## src/rtl/tbw_pkg.sv

```systemverilog
package tbw_pkg;

  typedef enum logic {
    ROUTE_TB  = 1'b0,
    ROUTE_WDT = 1'b1
  } route_e;

  // Bit of the chain that carries the time-base level for a rate code.
  function automatic int unsigned level_idx(int unsigned tb_log2, int unsigned rate_w,
                                            int unsigned code);
    return tb_log2 + (32'd1 << rate_w) - 32'd2 - code;
  endfunction

  // One-hot mask selecting the level bit.
  function automatic int unsigned half_bit(int unsigned tb_log2, int unsigned rate_w,
                                           int unsigned code);
    return 32'd1 << level_idx(tb_log2, rate_w, code);
  endfunction

  // All chain bits below and including the level bit: all ones = last tick of a period.
  function automatic int unsigned period_mask(int unsigned tb_log2, int unsigned rate_w,
                                              int unsigned code);
    return (half_bit(tb_log2, rate_w, code) << 1) - 32'd1;
  endfunction

endpackage

```

## src/rtl/tbw_prescale.sv

```systemverilog
module tbw_prescale #(
  parameter int PRESC_DIV = 8
) (
  input  logic clk_i,
  input  logic rst_ni,
  input  logic src_tick_i,
  input  logic presc_sel_i,
  input  logic sys_en_i,
  output logic base_tick_o
);
  localparam int PW = $clog2(PRESC_DIV);

  logic [PW-1:0] pc_q;
  logic          adv;
  logic          at_last;

  assign adv     = sys_en_i & src_tick_i;
  assign at_last = (pc_q == PW'(PRESC_DIV - 1));

  always_ff @(posedge clk_i or negedge rst_ni) begin
    if (!rst_ni) begin
      pc_q <= '0;
    end else if (adv && presc_sel_i) begin
      pc_q <= at_last ? '0 : pc_q + 1'b1;
    end
  end

  assign base_tick_o = adv & (~presc_sel_i | at_last);

  // in divided mode two base ticks are never adjacent
  p_presc_gap_r1: assert property (@(posedge clk_i) disable iff (!rst_ni)
    (base_tick_o && presc_sel_i) |=> !(base_tick_o && presc_sel_i));

  // frozen system clock holds the prescaler
  p_presc_hold_r9: assert property (@(posedge clk_i) disable iff (!rst_ni)
    !sys_en_i |=> $stable(pc_q));

endmodule

```

## src/rtl/tbw_chain.sv

```systemverilog
module tbw_chain #(
  parameter int TB_LOG2 = 8,
  parameter int RATE_W  = 3,
  parameter int WDT_W   = 2
) (
  input  logic              clk_i,
  input  logic              rst_ni,
  input  logic              step_i,
  input  logic              clr_tb_i,
  input  logic              clr_wdt_i,
  input  logic              flag_drop_i,
  input  logic [RATE_W-1:0] rate_i,
  output logic              level_o,
  output logic              period_end_o,
  output logic              wdt_flag_o
);
  localparam int CW = TB_LOG2 + (1 << RATE_W) - 1;

  logic [CW-1:0]    chain_q;
  logic [WDT_W-1:0] wdt_q;
  logic             flag_q;
  logic [CW-1:0]    half_m;
  logic [CW-1:0]    per_m;
  logic             clr_any;

  assign half_m  = CW'(tbw_pkg::half_bit(TB_LOG2, RATE_W, 32'(rate_i)));
  assign per_m   = CW'(tbw_pkg::period_mask(TB_LOG2, RATE_W, 32'(rate_i)));
  assign clr_any = clr_tb_i | clr_wdt_i;

  assign level_o      = |(chain_q & half_m);
  assign period_end_o = step_i & ~clr_any & ((chain_q & per_m) == per_m);

  always_ff @(posedge clk_i or negedge rst_ni) begin
    if (!rst_ni) begin
      chain_q <= '0;
    end else if (clr_any) begin
      chain_q <= '0;
    end else if (step_i) begin
      chain_q <= chain_q + 1'b1;
    end
  end

  always_ff @(posedge clk_i or negedge rst_ni) begin
    if (!rst_ni) begin
      wdt_q <= '0;
    end else if (clr_wdt_i) begin
      wdt_q <= '0;
    end else if (period_end_o) begin
      wdt_q <= wdt_q + 1'b1;
    end
  end

  always_ff @(posedge clk_i or negedge rst_ni) begin
    if (!rst_ni) begin
      flag_q <= 1'b0;
    end else if (clr_wdt_i || flag_drop_i) begin
      flag_q <= 1'b0;
    end else if (period_end_o && (&wdt_q)) begin
      flag_q <= 1'b1;
    end
  end

  assign wdt_flag_o = flag_q;

  // any clear leaves the chain at zero
  p_clear_zero_r6: assert property (@(posedge clk_i) disable iff (!rst_ni)
    clr_any |=> (chain_q == '0));

  // timer clear alone keeps the watchdog stage
  p_wdt_keep_r6: assert property (@(posedge clk_i) disable iff (!rst_ni)
    (clr_tb_i && !clr_wdt_i && !step_i) |=> (wdt_q == $past(wdt_q)));

  // flag is sticky until serviced
  p_flag_hold_r7: assert property (@(posedge clk_i) disable iff (!rst_ni)
    (flag_q && !clr_wdt_i && !flag_drop_i) |=> flag_q);

  // flag only rises at a period boundary
  p_flag_src_r3: assert property (@(posedge clk_i) disable iff (!rst_ni)
    $rose(flag_q) |-> $past(period_end_o));

  // without a step the chain does not move
  p_chain_idle_r5: assert property (@(posedge clk_i) disable iff (!rst_ni)
    (!step_i && !clr_any) |=> $stable(chain_q));

endmodule

```

## src/rtl/tbw_ctrl.sv

```systemverilog
module tbw_ctrl #(
  parameter int RATE_W = 3
) (
  input  logic              clk_i,
  input  logic              rst_ni,
  input  logic              tmr_en_i,
  input  logic              tmr_dis_i,
  input  logic              wdt_en_i,
  input  logic              wdt_dis_i,
  input  logic              irq_en_i,
  input  logic              irq_dis_i,
  input  logic              rate_wr_i,
  input  logic [RATE_W-1:0] rate_i,
  input  logic              level_i,
  input  logic              wdt_flag_i,
  output logic              run_o,
  output logic [RATE_W-1:0] rate_o,
  output logic              irq_oe_o,
  output logic              irq_n_o
);
  import tbw_pkg::*;

  localparam logic [RATE_W-1:0] RATE_DFLT = '1;

  logic              run_q;
  route_e            route_q;
  logic              ien_q;
  logic [RATE_W-1:0] rate_q;
  logic              low_req;

  always_ff @(posedge clk_i or negedge rst_ni) begin
    if (!rst_ni) begin
      run_q   <= 1'b0;
      route_q <= ROUTE_TB;
      ien_q   <= 1'b0;
      rate_q  <= RATE_DFLT;
    end else begin
      if (tmr_dis_i || wdt_dis_i)      run_q <= 1'b0;
      else if (tmr_en_i || wdt_en_i)   run_q <= 1'b1;

      if (wdt_en_i)                    route_q <= ROUTE_WDT;
      else if (tmr_en_i)               route_q <= ROUTE_TB;

      if (irq_dis_i)                   ien_q <= 1'b0;
      else if (irq_en_i)               ien_q <= 1'b1;

      if (rate_wr_i)                   rate_q <= rate_i;
    end
  end

  assign low_req  = (route_q == ROUTE_WDT) ? wdt_flag_i : (run_q & ~level_i);
  assign irq_oe_o = ien_q & low_req;
  assign irq_n_o  = ~irq_oe_o;
  assign run_o    = run_q;
  assign rate_o   = rate_q;

  // a disable pulse releases the line at the next edge
  p_irq_off_r8: assert property (@(posedge clk_i) disable iff (!rst_ni)
    irq_dis_i |=> !irq_oe_o);

  // a disable wins over an enable
  p_dis_wins_r5: assert property (@(posedge clk_i) disable iff (!rst_ni)
    (tmr_dis_i || wdt_dis_i) |=> !run_o);

  // watchdog enable takes the route
  p_route_r4: assert property (@(posedge clk_i) disable iff (!rst_ni)
    wdt_en_i |=> (route_q == ROUTE_WDT));

  // a stopped chain on the time-base route never pulls the line
  p_tb_release_r10: assert property (@(posedge clk_i) disable iff (!rst_ni)
    ((route_q == ROUTE_TB) && !run_q) |-> !irq_oe_o);

endmodule

```

## src/rtl/tbw_irq_unit.sv

```systemverilog
module tbw_irq_unit #(
  parameter int PRESC_DIV = 8,
  parameter int TB_LOG2   = 8,
  parameter int RATE_W    = 3,
  parameter int WDT_W     = 2
) (
  input  logic              clk_i,
  input  logic              rst_ni,
  input  logic              src_tick_i,
  input  logic              presc_sel_i,
  input  logic              sys_en_i,
  input  logic              tmr_en_i,
  input  logic              tmr_dis_i,
  input  logic              wdt_en_i,
  input  logic              wdt_dis_i,
  input  logic              clr_tmr_i,
  input  logic              clr_wdt_i,
  input  logic              irq_en_i,
  input  logic              irq_dis_i,
  input  logic              rate_wr_i,
  input  logic [RATE_W-1:0] rate_i,
  output logic              irq_n_o,
  output logic              irq_oe_o
);
  logic              base_tick;
  logic              step;
  logic              run;
  logic              level;
  logic              period_end;
  logic              wdt_flag;
  logic [RATE_W-1:0] rate_q;

  tbw_prescale #(.PRESC_DIV(PRESC_DIV)) u_presc (
    .clk_i       (clk_i),
    .rst_ni      (rst_ni),
    .src_tick_i  (src_tick_i),
    .presc_sel_i (presc_sel_i),
    .sys_en_i    (sys_en_i),
    .base_tick_o (base_tick)
  );

  assign step = base_tick & run;

  tbw_chain #(.TB_LOG2(TB_LOG2), .RATE_W(RATE_W), .WDT_W(WDT_W)) u_chain (
    .clk_i        (clk_i),
    .rst_ni       (rst_ni),
    .step_i       (step),
    .clr_tb_i     (clr_tmr_i),
    .clr_wdt_i    (clr_wdt_i),
    .flag_drop_i  (irq_dis_i),
    .rate_i       (rate_q),
    .level_o      (level),
    .period_end_o (period_end),
    .wdt_flag_o   (wdt_flag)
  );

  tbw_ctrl #(.RATE_W(RATE_W)) u_ctrl (
    .clk_i      (clk_i),
    .rst_ni     (rst_ni),
    .tmr_en_i   (tmr_en_i),
    .tmr_dis_i  (tmr_dis_i),
    .wdt_en_i   (wdt_en_i),
    .wdt_dis_i  (wdt_dis_i),
    .irq_en_i   (irq_en_i),
    .irq_dis_i  (irq_dis_i),
    .rate_wr_i  (rate_wr_i),
    .rate_i     (rate_i),
    .level_i    (level),
    .wdt_flag_i (wdt_flag),
    .run_o      (run),
    .rate_o     (rate_q),
    .irq_oe_o   (irq_oe_o),
    .irq_n_o    (irq_n_o)
  );

  // no base tick while the system clock is off
  p_halt_r9: assert property (@(posedge clk_i) disable iff (!rst_ni)
    !sys_en_i |-> !base_tick);

  // a period can only end while the chain steps
  p_pend_step_r3: assert property (@(posedge clk_i) disable iff (!rst_ni)
    period_end |-> step);

endmodule

```

## config.mk

```make
export PLATFORM = sky130hd
export DESIGN_NAME = tbw_irq_unit
export DESIGN_NICKNAME = d
export VERILOG_FILES = /design/src/rtl/tbw_pkg.sv /design/src/rtl/tbw_prescale.sv /design/src/rtl/tbw_chain.sv /design/src/rtl/tbw_ctrl.sv /design/src/rtl/tbw_irq_unit.sv
export SDC_FILE = /design/constraint.sdc
export NUM_CORES = 1
export LEC_CHECK = 0
export CAP_MARGIN = 0
export CORE_MARGIN = 1.5
export CORE_UTILIZATION = 28
export CTS_CLUSTER_DIAMETER = 60
export DETAILED_ROUTE_END_ITERATION = 10
export PLACE_DENSITY = 0.53
export SLEW_MARGIN = 30
export SYNTH_ARGS = -nofsm -noshare
export SYNTH_HDL_FRONTEND = slang
export SYNTH_SLANG_ARGS = --single-unit
```

## constraint.sdc

```tcl
create_clock -name clk_i -period 3.2 [get_ports clk_i]
set_input_delay 0.64 -clock clk_i [delete_from_list [all_inputs] [get_ports clk_i]]
set_output_delay 0.64 -clock clk_i [all_outputs]
set_load 0.02 [all_outputs]
```

==> results.yml, run 1 <==
setup_path:
  cp_max_fo: 7
  required_ns: 2.56
  crit_chain: "mux4_2 -> mux2i_2 -> nand2_1 -> o21ai_1 -> and2_1 -> dlygate4sd2_1"
  cp-start-kind: "flop"
  slowest_stage: "dfstp_2"
  worstSetupEndpointType: "output pin"
  arrival_ns: 2.32
  worst-setup-path-type: "flop to output pin"
  max_stage_delay_ns: 0.61
floorplan:
  initial_utilization_pct: 29.2
  die_w_um: 76.0
  die_h_um: 76.0
  die_area_mm2: 0.00577
  rows: 26
  core_mm2: 0.00511
  ios: 19
finish:
  multi_input_area_um2: 783
  n_fill_cell: 541
  design_area_mm2: 0.00180
  drive_gt1_share_pct: 10.9
  diodes: 0
  layout.area.seq_um2: 679
  syn2layout_area_growth_pct: 20.7
  utilization_pct: 35.2
  nets: 188
clock_network:
  clk_pin_slew_worst_paths_ns: 0.09
  holdBufCountCts: 0
  clk_latency_ns: 0.27
  cts_buffer_depth: 2
  clock_sinks: 27
  cts-buffers-inserted: 3
  clockRootBuffer: "clkbuf_8"
  htreeDepth: 1
  tritoncts: "yes"
  cts_setup_buffers: 0
pwr:
  p_leak_nw: 0.733
  p_seq_share_pct: 57.2
  comb_power_share_pct: 13.7
  pwr-share-clk_pct: 29.1
  power.density_mw_per_mm2: 378
  peakVddDrop_mv: 0.188
  p_switching_w: 0.000174
  netSwitchingFraction_pct: 25.5
  p_int_w: 0.000507
yosys:
  yosysSeqAreaShare_pct: 45.6
  synth_ff_type: "dfrtp_1"
  synthXorXnorAreaFrac_pct: 7.05
  syn_area_mm2: 0.00149
  ys_types: 44
  synthTopCellsByArea: "dfrtp_1 (40%), dfstp_2 (5.3%), nor2_1 (4.5%), ha_1 (4.2%), xnor2_1 (3.5%)"
  yosys.area.top_type_share_pct: 40.3
  ys_async_sr_fraction_pct: 100
  synthSimpleGateAreaFrac_pct: 23.3
  synth_top_family_by_area: "simple AND/OR/NAND/NOR gates"
  synth_cells: 145
  synth_edf_count: 0
  yosys_warnings: 0
  synth_compound_area_share_pct: 8.82
  synth.area.mux_share_pct: 8.40
  synth_common_cells: "dfrtp_1 (24), nor2_1 (18), nand2_1 (12), a21oi_1 (7), nand3_1 (7)"
  ys_ff_latch: 27
  yosysMostFrequentCell: "dfrtp_1"
  synth_top_cell_by_area: "dfrtp_1"
  avgSynthCellArea_um2: 10.3
  synth_fa_ha_area_share_pct: 4.20
global_route:
  grt_pass1_wl_mm: 5.30
  grt_max_degree: 28
  first_global_vias: 1121
  grt-ovfl-total: 0
  grt.total_usage_pct: 11.6
  antenna_found_initial: 0
timing:
  post-route-period-util_pct: 92.4
  whs_ns: 0.520
  worst_pin_slew_ns: 0.719
  maxSlewViolCount: 0
  finalClockSkew_ns: 0.00185
  setup_viol: 0
  hold_viol_final: 0
  final.setup.tns_ns: 0
  timing.fmax_ghz: 0.338
  final.setup.worst_slack_ns: 0.242
  relSlewSlack_pct: 51.6
  final.min_clock_period_ns: 2.96
  rsz0062_at_grt: "false"
place:
  numPortBuffers: 18
  pre_cts_ws_ns: 0.268
  place.gp.congestion: 0.781
  placed_area_mm2: 0.00175
  place_hpwl_mm: 2.25
detailed_routing:
  drc: 0
  postRouteAntennaNets: 0
  drtIter0Drc: 43
  drt_first_pass_iters: 2
  wl_mm: 3.03
  wl_per_cell_um: 12.9
  num_vias: 1093
  via_per_inst: 4.65
worst_hold_path:
  hold_path_class: "flop to flop"
status:
  status: "completed"
job:
  cap_violations: 0
[worst max-delay path, delay by kind of cell (launching register included)]
kind / cells / cell delay (ns)
buf+inv: 1 / 0.32
compound gates: 1 / 0.14
mux: 2 / 0.74
simple gates: 2 / 0.22
flops: 1 / 0.61
[layout by cell type (no fill, tap or decap), types with 3 or more instances in the layout]
cell type / n
ha_1: 5
o21ai_0: 3
a21oi_1: 7
dfrtp_1: 24
nor3_1: 5
nand3_1: 7
o21ai_1: 3
dfstp_2: 3
xnor2_1: 6
xor2_1: 6
and3_1: 3
clkbuf_8: 3
clkdlybuf4s50_1: 16
nand2_1: 12
nor2_1: 18
[what timing repair did]
| item | in CTS | in global routing |
|---|---|---|
| gates resized for setup | 1 | 2 |
| setup endpoints to repair | 1 | 1 |
| cloned | 0 | 0 |
| pin swaps | 0 | 0 |
[stage by stage]
step | power (W) | cells
2_1_floorplan | 0.000441 | 146
3_3_place_gp | 0.000478 | 231
3_5_place_dp | 0.000493 | 231
4_1_cts | 0.000692 | 235
5_1_grt | 0.000724 | 235
6_report | 0.000681 | 235
[per-layer routing]
metal / up-vias / global-route usage (%) / part of all wire (%)
li1: 546 / - / -
met1: 524 / 14.9 / 48
met2: 19 / 19.4 / 48
met3: 4 / 3.13 / 3.7
met4: 0 / 3.33 / 0.86
met5: - / 0 / 0
[power by group through the flow]
stage	clock, W	combinational, W	sequential (W)
after floorplan	0	0.0000572	0.000384
after global placement	0	0.0000864	0.000391
after detailed placement	0	0.0000962	0.000396
after CTS	0.000206	0.0000966	0.000389
after global routing	0.000223	0.000108	0.000393
final	0.000198	0.0000934	0.000389
[sequential cells by signal (all words and copies together), names as in the netlist]
signal              count
u_chain.chain_q        15
u_ctrl.rate_o           3
u_presc.pc_q            3
u_chain.wdt_q           2
u_chain.wdt_flag_o      1
u_ctrl.ien_q            1
u_ctrl.route_q          1
u_ctrl.run_o            1
[worst paths after layout]
kind	startpoint	endpoint	slack, ns	cells past startpoint
min reg2reg	u_ctrl.route_q	u_ctrl.route_q	0.52	1
min in group asynchronous	rst_ni	u_chain.chain_q[11]	0.74	2
max reg2reg	u_presc.pc_q[0]	u_chain.chain_q[8]	1.09	6
max	u_ctrl.rate_o[0]	irq_oe_o	0.24	6
max in group asynchronous	rst_ni	u_ctrl.rate_o[0]	2.16	2
min	u_ctrl.route_q	u_ctrl.route_q	0.52	1
[logic make-up after synthesis]
| kind of cell | count (synthesis) |
|---|---|
| compound gates | 21 |
| simple gates | 63 |
| other cells | 1 |
| buf+inv | 7 |
| mux | 9 |
| xor+xnor | 12 |
| fa+ha+maj | 5 |
| flops | 27 |
[final cells by class]
| class | count | area share (%) |
|---|---|---|
| inverter | 2 | 0.417 |
| tap | 70 | 4.87 |
| sequential | 27 | 37.8 |
| timing repair buffer | 20 | 10.9 |
| clock buffer | 4 | 2.50 |
| multi-input combinational | 112 | 43.5 |
No activity file was read; power rests on OpenSTA's default activity.
==> inputs of run 2 (changes only) <==
==> constraint.sdc (replaced) <==
create_clock -name clk_i -period 3.65 [get_ports clk_i]
set_input_delay 0.73 -clock clk_i [delete_from_list [all_inputs] [get_ports clk_i]]
set_output_delay 0.73 -clock clk_i [all_outputs]
set_load 0.02 [all_outputs]
==> run 2 against run 1 <==
Net effect:
- setup slack gained 0.12 ns
- critical path type unchanged
- worst hold slack lost 0.0047 ns
- combinational power shrank 16%
- highest routed layer unchanged
- critical endpoint unchanged
- count of clock-buffer cells in the layout is the same
==> results.yml, run 2 (same netlist as run 1, synthesis figures left out) <==
detailed_routing:
  via_per_inst: 4.68
  postRouteAntennaNets: 0
  num_vias: 1094
  wl_per_cell_um: 12.5
  drc: 0
  drt_first_pass_iters: 4
  wl_mm: 2.93
  drtIter0Drc: 53
setup_path:
  worst-setup-path-type: "flop to output pin"
  crit_chain: "mux4_2 -> mux2i_1 -> nand2_1 -> o21ai_1 -> and2_1 -> clkdlybuf4s50_1"
  worstSetupEndpointType: "output pin"
  required_ns: 2.92
  r2r_cells: 6
  crit_cells: 6
  cp_max_fo: 7
  rr_startpoint: "u_presc.pc_q[0]"
  r2r-end: "u_chain.chain_q[10]"
  arrival_ns: 2.56
  max_stage_delay_ns: 0.62
  regToRegSetupSlack_ns: 1.57
  crit_family: "multiplexers"
  worst-path-buf-inv: 1
  cp-start-kind: "flop"
  slowest_stage: "dfstp_2"
finish:
  drive_gt1_share_pct: 9.76
  largest_register: "u_chain.chain_q"
  largest_register_ffs: 15
  most-common-layout-cells: "dfrtp_1 (24), nor2_1 (18), clkdlybuf4s50_1 (18)"
  nets: 187
  syn2layout_area_growth_pct: 19.9
  final_common_cell: "dfrtp_1"
  diodes: 0
  utilization_pct: 35.0
  design_area_mm2: 0.00179
worst_hold_path:
  hold_path_class: "flop to flop"
  hp-start: "u_ctrl.route_q"
  min_to: "u_ctrl.route_q"
  hold_path_depth: 1
global_route:
  grt_max_degree: 28
  first_global_vias: 1176
  grt-ovfl-total: 0
  grt.total_usage_pct: 11.3
  antenna_found_initial: 0
  grt_pass1_wl_mm: 5.27
floorplan:
  die_area_mm2: 0.00577
  initial_utilization_pct: 29.2
  die_w_um: 76.0
  die_h_um: 76.0
  core_mm2: 0.00511
  rows: 26
  ios: 19
job:
  cap_violations: 0
clock_network:
  htreeDepth: 1
  cts-buffers-inserted: 3
  cts_setup_buffers: 0
  holdBufCountCts: 0
  clk_latency_ns: 0.27
  clockRootBuffer: "clkbuf_8"
  ctsResizeCount: 0
  clock_sinks: 27
  cts_buffer_depth: 2
  tritoncts: "yes"
  clk_pin_slew_worst_paths_ns: 0.09
timing:
  relSlewSlack_pct: 54.9
  post-route-period-util_pct: 90.0
  final.setup.tns_ns: 0
  worst_pin_slew_ns: 0.670
  maxSlewViolCount: 0
  finalClockSkew_ns: 0.00586
  final.min_clock_period_ns: 3.29
  rsz0062_at_grt: "false"
  timing.fmax_ghz: 0.304
  setup_viol: 0
  hold_viol_final: 0
status:
  status: "completed"
pwr:
  power_w: 0.000590
  p_leak_nw: 0.726
  peakVddDrop_mv: 0.158
  power.density_mw_per_mm2: 330
place:
  numPortBuffers: 18
  placed_area_mm2: 0.00174
  place.gp.congestion: 0.792
  place_hpwl_mm: 2.23
[run 2: worst max path at each step]
stage	start	endpoint	slack [ns]
after floorplan	u_ctrl.rate_o[0]	irq_oe_o	1.22
after global placement	u_ctrl.rate_o[0]	irq_oe_o	0.67
after detailed placement	clr_wdt_i	u_chain.wdt_q[0]	0.59
after CTS	u_ctrl.rate_o[0]	irq_oe_o	0.33
after global routing	u_ctrl.rate_o[0]	irq_oe_o	0.20
final	u_ctrl.rate_o[0]	irq_oe_o	0.36
[run 2: cell type report]
class,instances,area (um^2)
Fill cell,531,3320
Tap cell,70,87.6
Inverter,2,7.51
Clock buffer,4,45.0
Multi-Input combinational cell,112,779
Sequential cell,27,679
Timing Repair Buffer,19,188
[run 2: metrics by stage]
step / setup WS (ns) / std cells / hold WS [ns]
3_3_place_gp: 0.668 / 230 / 0.479
4_1_cts: 0.327 / 234 / 0.526
5_1_grt: 0.200 / 234 / 0.557
2_1_floorplan: 1.22 / 146 / 0.434
6_report: 0.364 / 234 / 0.516
3_5_place_dp: 0.587 / 230 / 0.505
[run 2: where the power goes]
part           total (W)  internal [W]  switching [W]  leakage (nW)
registers       0.000340      0.000322      0.0000186         0.356
logic          0.0000782     0.0000432      0.0000350         0.348
clock network   0.000172     0.0000783      0.0000933        0.0228
total           0.000590      0.000443       0.000147         0.726
[run 2: layer usage]
layer	GRT usage (%)	wire length, um
met5	0	0
met4	2.78	16
met3	3.49	104
met2	19.2	1430
met1	13.9	1380
[run 2: worst register-to-register path, cell delays in order, from the launching register on]
cell	delay (ns)
dfrtp_1	0.38
ha_1	0.16
ha_1	0.16
nor2b_1	0.09
or4b_1	0.69
or3_1	0.36
a21oi_1	0.15
==> inputs of run 3 (changes only) <==
--- a/config.mk
+++ b/config.mk
@@ -9,6 +9,7 @@
 export CORE_MARGIN = 1.5
 export CORE_UTILIZATION = 28
 export CTS_CLUSTER_DIAMETER = 60
+export CTS_CLUSTER_SIZE = 14
 export DETAILED_ROUTE_END_ITERATION = 10
 export PLACE_DENSITY = 0.53
 export SLEW_MARGIN = 30
==> results of run 3 <==
Final layout, timing and power as in run 2 (identical DEF).
